`config.mk`:
```
export PLATFORM = sky130hd
export DESIGN_NAME = tmb_timebase
export DESIGN_NICKNAME = d
export VERILOG_FILES = /design/src/rtl/tmb_pkg.sv /design/src/rtl/tmb_prescale.sv /design/src/rtl/tmb_step.sv /design/src/rtl/tmb_timebase.sv
export SDC_FILE = /design/constraint.sdc
export NUM_CORES = 1
export LEC_CHECK = 0
export BUFFER_PORTS_ARGS = -buffer_cell sky130_fd_sc_hd__buf_2
export CAP_MARGIN = 20
export CORE_ASPECT_RATIO = 0.7
export CORE_MARGIN = 3
export CORE_UTILIZATION = 30
export CTS_BUF_LIST = sky130_fd_sc_hd__clkbuf_2 sky130_fd_sc_hd__clkbuf_4 sky130_fd_sc_hd__clkbuf_8
export CTS_CLUSTER_SIZE = 20
export DETAILED_ROUTE_END_ITERATION = 10
export RECOVER_POWER = 25
export SKIP_LAST_GASP = 1
export SLEW_MARGIN = 5
export SYNTH_ARGS = -nofsm -noshare
export SYNTH_HDL_FRONTEND = slang
export SYNTH_SLANG_ARGS = --single-unit
export TNS_END_PERCENT = 100
```
`constraint.sdc`:
```
create_clock -name clk -period 6 [get_ports clk]
set_input_delay 1.8 -clock clk [delete_from_list [all_inputs] [get_ports clk]]
set_output_delay 1.8 -clock clk [all_outputs]
set_load 0.05 [all_outputs]
```
`src/rtl/tmb_pkg.sv`:
```
package tmb_pkg;

    localparam int CNT_W   = 16;
    localparam int RES_W   = 3;
    localparam int LEN12_W = 12;
    localparam int LEN10_W = 10;
    localparam int LEN8_W  = 8;

    // control word bit positions
    localparam int B_FLAG = 0;
    localparam int B_IE   = 1;
    localparam int B_CLR  = 2;
    localparam int B_RSV  = 3;
    localparam int B_MODE = 4;
    localparam int B_DIV  = 6;
    localparam int B_SRC  = 8;
    localparam int B_LEN  = 11;

    localparam logic [CNT_W-1:0] CTL_KEEP =
        ~((CNT_W'(1) << B_CLR) | (CNT_W'(1) << B_RSV));

    typedef enum logic [1:0] {
        MODE_STOP = 2'd0,
        MODE_UP   = 2'd1,
        MODE_CONT = 2'd2,
        MODE_UPDN = 2'd3
    } mode_e;

    typedef enum logic [1:0] {
        SRC_NONE = 2'd0,
        SRC_AUX  = 2'd1,
        SRC_MAIN = 2'd2,
        SRC_OFF  = 2'd3
    } src_e;

    typedef struct packed {
        logic [CNT_W-1:0] ctl;
        logic [CNT_W-1:0] cnt;
        logic [CNT_W-1:0] per;
        logic             dir_dn;
        logic             roll_pend;
    } tmb_state_t;

    function automatic logic [CNT_W-1:0] len_mask(input logic [1:0] len);
        logic [CNT_W-1:0] m;
        case (len)
            2'd1:    m = CNT_W'((1 << LEN12_W) - 1);
            2'd2:    m = CNT_W'((1 << LEN10_W) - 1);
            2'd3:    m = CNT_W'((1 << LEN8_W) - 1);
            default: m = '1;
        endcase
        return m;
    endfunction

endpackage

```
`src/rtl/tmb_prescale.sv`:
```
module tmb_prescale
    import tmb_pkg::*;
(
    input  logic       clk,
    input  logic       rst_n,
    input  logic [1:0] src,
    input  logic [1:0] div,
    input  logic       aux_evt,
    input  logic       main_evt,
    output logic       tick
);
    localparam int SUM_W = RES_W + 1;

    logic [RES_W-1:0] res_d, res_q;
    logic [SUM_W-1:0] sum;
    logic [SUM_W-1:0] keep_mask;
    logic             evt;

    always_comb begin
        case (src_e'(src))
            SRC_AUX:  evt = aux_evt;
            SRC_MAIN: evt = main_evt;
            default:  evt = 1'b0;
        endcase
        sum       = {1'b0, res_q} + SUM_W'(evt);
        keep_mask = (SUM_W'(1) << div) - SUM_W'(1);
        tick      = (sum >> div) != '0;
        res_d     = RES_W'(sum & keep_mask);
    end

    always_ff @(posedge clk) begin
        if (!rst_n) res_q <= '0;
        else        res_q <= res_d;
    end
endmodule

```
`src/rtl/tmb_step.sv`:
```
module tmb_step
    import tmb_pkg::*;
(
    input  logic [1:0]       mode,
    input  logic [1:0]       len,
    input  logic [CNT_W-1:0] cnt,
    input  logic [CNT_W-1:0] per,
    input  logic             dir_dn,
    input  logic             roll_pend,
    output logic [CNT_W-1:0] cnt_n,
    output logic             dir_n,
    output logic             pend_n,
    output logic             ovf
);
    logic [CNT_W-1:0] msk, inc, dec;
    logic             dir_t;

    always_comb begin
        msk    = len_mask(len);
        inc    = (cnt + CNT_W'(1)) & msk;
        dec    = (cnt - CNT_W'(1)) & msk;
        cnt_n  = cnt;
        dir_n  = dir_dn;
        pend_n = roll_pend;
        ovf    = 1'b0;
        dir_t  = dir_dn;
        case (mode_e'(mode))
            MODE_UP: begin
                if (cnt == per || roll_pend) begin
                    cnt_n  = '0;
                    ovf    = 1'b1;
                    pend_n = 1'b0;
                end else begin
                    cnt_n = inc;
                end
            end
            MODE_CONT: begin
                cnt_n = inc;
                ovf   = (inc == '0);
            end
            MODE_UPDN: begin
                if (cnt >= per) dir_t = 1'b1;
                if (cnt == '0)  dir_t = 1'b0;
                dir_n = dir_t;
                if (dir_t) begin
                    cnt_n = dec;
                    ovf   = (dec == '0);
                end else begin
                    cnt_n = inc;
                end
            end
            default: ;
        endcase
    end
endmodule

```
`src/rtl/tmb_timebase.sv`:
```
module tmb_timebase
    import tmb_pkg::*;
(
    input  logic             clk,
    input  logic             rst_n,
    input  logic             aux_evt,
    input  logic             main_evt,
    input  logic             ctl_we,
    input  logic [CNT_W-1:0] ctl_wdata,
    input  logic             cnt_we,
    input  logic [CNT_W-1:0] cnt_wdata,
    input  logic             per_we,
    input  logic [CNT_W-1:0] per_wdata,
    output logic [CNT_W-1:0] ctl_rdata,
    output logic [CNT_W-1:0] cnt_rdata,
    output logic [CNT_W-1:0] per_rdata,
    output logic             cnt_down,
    output logic             ovf_flag,
    output logic             ovf_en
);
    tmb_state_t st_d, st_q;

    logic             tick;
    logic [1:0]       mode_q, len_q;
    logic [CNT_W-1:0] step_cnt;
    logic             step_dir, step_pend, step_ovf;

    assign mode_q = st_q.ctl[B_MODE +: 2];
    assign len_q  = st_q.ctl[B_LEN +: 2];

    tmb_prescale u_pre (
        .clk      (clk),
        .rst_n    (rst_n),
        .src      (st_q.ctl[B_SRC +: 2]),
        .div      (st_q.ctl[B_DIV +: 2]),
        .aux_evt  (aux_evt),
        .main_evt (main_evt),
        .tick     (tick)
    );

    tmb_step u_step (
        .mode      (mode_q),
        .len       (len_q),
        .cnt       (st_q.cnt),
        .per       (st_q.per),
        .dir_dn    (st_q.dir_dn),
        .roll_pend (st_q.roll_pend),
        .cnt_n     (step_cnt),
        .dir_n     (step_dir),
        .pend_n    (step_pend),
        .ovf       (step_ovf)
    );

    always_comb begin
        st_d = st_q;
        if (ctl_we) begin
            st_d.ctl = ctl_wdata & CTL_KEEP;
            if (ctl_wdata[B_CLR]) st_d.cnt = '0;
        end
        if (cnt_we) begin
            st_d.cnt = cnt_wdata & len_mask(len_q);
        end
        if (tick && !ctl_we && !cnt_we) begin
            st_d.cnt       = step_cnt;
            st_d.dir_dn    = step_dir;
            st_d.roll_pend = step_pend;
            if (step_ovf) st_d.ctl[B_FLAG] = 1'b1;
        end
        if (per_we) begin
            st_d.per = per_wdata;
            if (mode_e'(mode_q) == MODE_UP && per_wdata < st_q.cnt)
                st_d.roll_pend = 1'b1;
        end
    end

    always_ff @(posedge clk) begin
        if (!rst_n) st_q <= '0;
        else        st_q <= st_d;
    end

    assign ctl_rdata = st_q.ctl;
    assign cnt_rdata = st_q.cnt;
    assign per_rdata = st_q.per;
    assign cnt_down  = st_q.dir_dn;
    assign ovf_flag  = st_q.ctl[B_FLAG];
    assign ovf_en    = st_q.ctl[B_IE];
endmodule

```
==> flow_metrics.env <==
export IMPL_ctsLongestPathBuffers=2
export IMPL_tritoncts="built"
export IMPL_netlist_area_um2=4030
export IMPL_use_met2=0.282
export IMPL_top_usage_layer="met2"
export IMPL_rsz0062_at_grt="false"
export IMPL_synth_adder_area_share=0.121
export IMPL_synth_cell_type_count=67
export IMPL_cts_made_buffers=5
export IMPL_port_buffers=102
export IMPL_cp_end_kind="register"
export IMPL_cp_start_kind="input port"
export IMPL_fin_crit_sh=0.734
export IMPL_dieWidth_um=144
export IMPL_layout_common_cells="buf_2 (101), nor2_1 (61), dfxtp_1 (51)"
export IMPL_drt_iter0_markers=378
export IMPL_area_delta_synth_final_pct=16.3
export IMPL_hp_class="reg2reg"
export IMPL_wl_per_cell_um=18.8
export IMPL_initial_core_util=0.315
export IMPL_track_usage=0.184
export IMPL_avgSynthCellArea_um2=8.02
export IMPL_dieHeight_um=103
export IMPL_hpwl_um=10900
export IMPL_synth_edf_count=0
export IMPL_whs_ps=502
export IMPL_htreeDepth=2
export IMPL_synth_mux_area_frac=0.0855
export IMPL_synth_top_cell_area_share=0.254
export IMPL_synth_top_area_cell="dfxtp_1"
export IMPL_routed_wirelength_um=14000
export IMPL_violations="max-capacitance violations, max-slew violations"
export IMPL_finalHoldViolCount=0
export IMPL_critPathMaxFanout=20
export IMPL_period_minus_slack_ps=4400
export IMPL_synth_top_flop_cell="dfxtp_1"
export IMPL_cap_violations=1
export IMPL_met3_usage=0.0459
export IMPL_finalSetupTns_ps=0
export IMPL_layout_nets=675
export IMPL_synth_async_reset_ratio=0
export IMPL_clkTransAtPathRegs_ps=110
export IMPL_num_antenna_cells=0
export IMPL_required_ps=6230
export IMPL_worstSetupPathType="in2reg"
export IMPL_drt_vias_per_instance=5.48
export IMPL_cts_root_buf="clkbuf_8"
export IMPL_gp_congestion=0.889
export IMPL_drive_gt1_frac=0.220
export IMPL_grt_met1_usage=0.269
export IMPL_ir_drop_mv=0.0950
export IMPL_drc=0
export IMPL_antenna_found_initial=0
export IMPL_grt_max_degree=46
export IMPL_core_area_um2=12800
export IMPL_synth_compound_area_share=0.183
export IMPL_hold_buffers=0
export IMPL_post_cts_resized=0
export IMPL_status="complete, but fails checks"
export IMPL_yosys_area_share_simple=0.231
export IMPL_leakage_nw=2.07
export IMPL_io_pins=106
export IMPL_synth_xor_area_frac=0.0522
export IMPL_post_cts_buffers=0
export IMPL_grt_pass1_wl_um=21300
export IMPL_yosys_register_bits=51
export IMPL_fmax_ghz=0.227
export IMPL_dieArea_um2=14900
export IMPL_grt_pass1_vias=3832
export IMPL_worstSkewPairLatency_ps=320
export IMPL_drt_pre_antenna_iters=5
export IMPL_yosysSeqAreaShare=0.254
export IMPL_synthTopCellsByArea="dfxtp_1 (25%), ha_1 (12%), mux2i_1 (7.7%), nor2_1 (5.7%), xnor2_1 (5.0%)"
export IMPL_relSlewSlack=-0.0756
export IMPL_layout_commonest_cell="buf_2"
export IMPL_netlist_instances=502
export IMPL_cts_sinks=51
export IMPL_grt_ovfl_total=0
export IMPL_fin_skew_ps=6.96
export IMPL_slew_viol_final=46
export IMPL_num_vias=4080
export IMPL_fp_row_count=34
export IMPL_arrival_ps=4640
export IMPL_power_density_nw_per_um2=207
export IMPL_setup_viol=0
export IMPL_yosys_warnings=0
export IMPL_synth_top_family_by_area="simple AND/OR/NAND/NOR gates"
export IMPL_worst_slew_pin_slew_ps=1610
export IMPL_ant_nets=0
cell type report:
cell class,count,area (um^2)
Clock buffer,5,68.8
Clock inverter,3,28.8
Fill cell,1341,8080
Inverter,36,135
Multi-Input combinational cell,384,2710
Sequential cell,51,1020
Tap cell,162,203
Timing Repair Buffer,103,513
kinds of logic (layout without fill, tap and decap cells):
| family | count (synthesis) | after routing |
|---|---|---|
| buffers and inverters | 68 | 147 |
| AND/OR/NAND/NOR | 178 | 178 |
| adder cells (fa/ha/maj) | 39 | 39 |
| AO/OA/AOI/OAI | 107 | 107 |
| multiplexers | 34 | 34 |
| flip-flops | 51 | 51 |
| XOR/XNOR | 24 | 24 |
| other | 1 | 2 |
routing by layer:
layer / vias up / part of all wire / wire (um)
li1: 1960 / - / -
met1: 1913 / 0.48 / 6700
met2: 194 / 0.42 / 5930
met3: 13 / 0.087 / 1220
met4: 0 / 0.0079 / 110
met5: - / 0 / 0
worst max-delay path: stages:
cell	delay (ps)
buf_2	100
a22oi_1	170
nor2_1	60
ha_1	210
ha_1	230
xnor2_1	220
a21oi_1	100
o21bai_1	480
o21a_1	800
a211oi_1	180
o31a_1	180
o21a_1	90
through the flow:
step	power (mW)	cells	cell area, um^2	setup WS, ps	util
2_1_floorplan	0.644	503	4030	2040	-
5_1_grt	1.03	744	4680	1300	0.367
4_1_cts	0.975	744	4680	1650	0.367
6_report	0.969	744	4680	1600	0.367
3_5_place_dp	0.744	736	4590	1300	0.359
3_3_place_gp	0.739	735	4580	1360	0.359
final timing paths:
check                               end  depth (start not counted)  slack [ps]                        from
max           cnt_rdata[3]$_SDFFE_PN0P_                         12        1600                    main_evt
max reg2reg   cnt_rdata[7]$_SDFFE_PN0P_                          9        2500   cnt_rdata[0]$_SDFFE_PN0P_
min          ctl_rdata[13]$_SDFFE_PN0P_                          2         500  ctl_rdata[13]$_SDFFE_PN0P_
min reg2reg  ctl_rdata[13]$_SDFFE_PN0P_                          2         500  ctl_rdata[13]$_SDFFE_PN0P_
sequential cells by signal, indices dropped and copies added, names as in the netlist:
| register | flops |
|---|---|
| u_pre.res_q | 3 |
| ctl_rdata | 14 |
| cnt_rdata | 16 |
| per_rdata | 16 |
| st_q | 1 |
| cnt_down | 1 |
cell usage after synthesis, types with 3 or more instances:
cell	count
nor4_1	10
mux2_2	3
nand3_1	14
nor2b_1	3
ha_1	39
mux2i_1	31
or2_2	3
clkbuf_1	15
nand2b_1	3
buf_1	3
nor3_1	19
o31ai_1	3
and3_1	6
nand4_1	8
a21oi_1	25
a32oi_1	4
nand2_1	30
o21ai_0	14
o21a_1	3
xnor2_1	23
a31oi_1	6
a22oi_1	4
o211ai_1	4
a21o_1	5
a221oi_1	9
o22ai_1	5
a211oi_1	6
buf_4	4
inv_1	34
buf_2	8
dfxtp_1	51
nor2_1	61
where the power goes:
part	switching, mW	internal (mW)
Combinational	0.229	0.119
Clock	0.141	0.0870
Sequential	0.0359	0.357
Total	0.406	0.563
(Power assumes the default switching activity.)
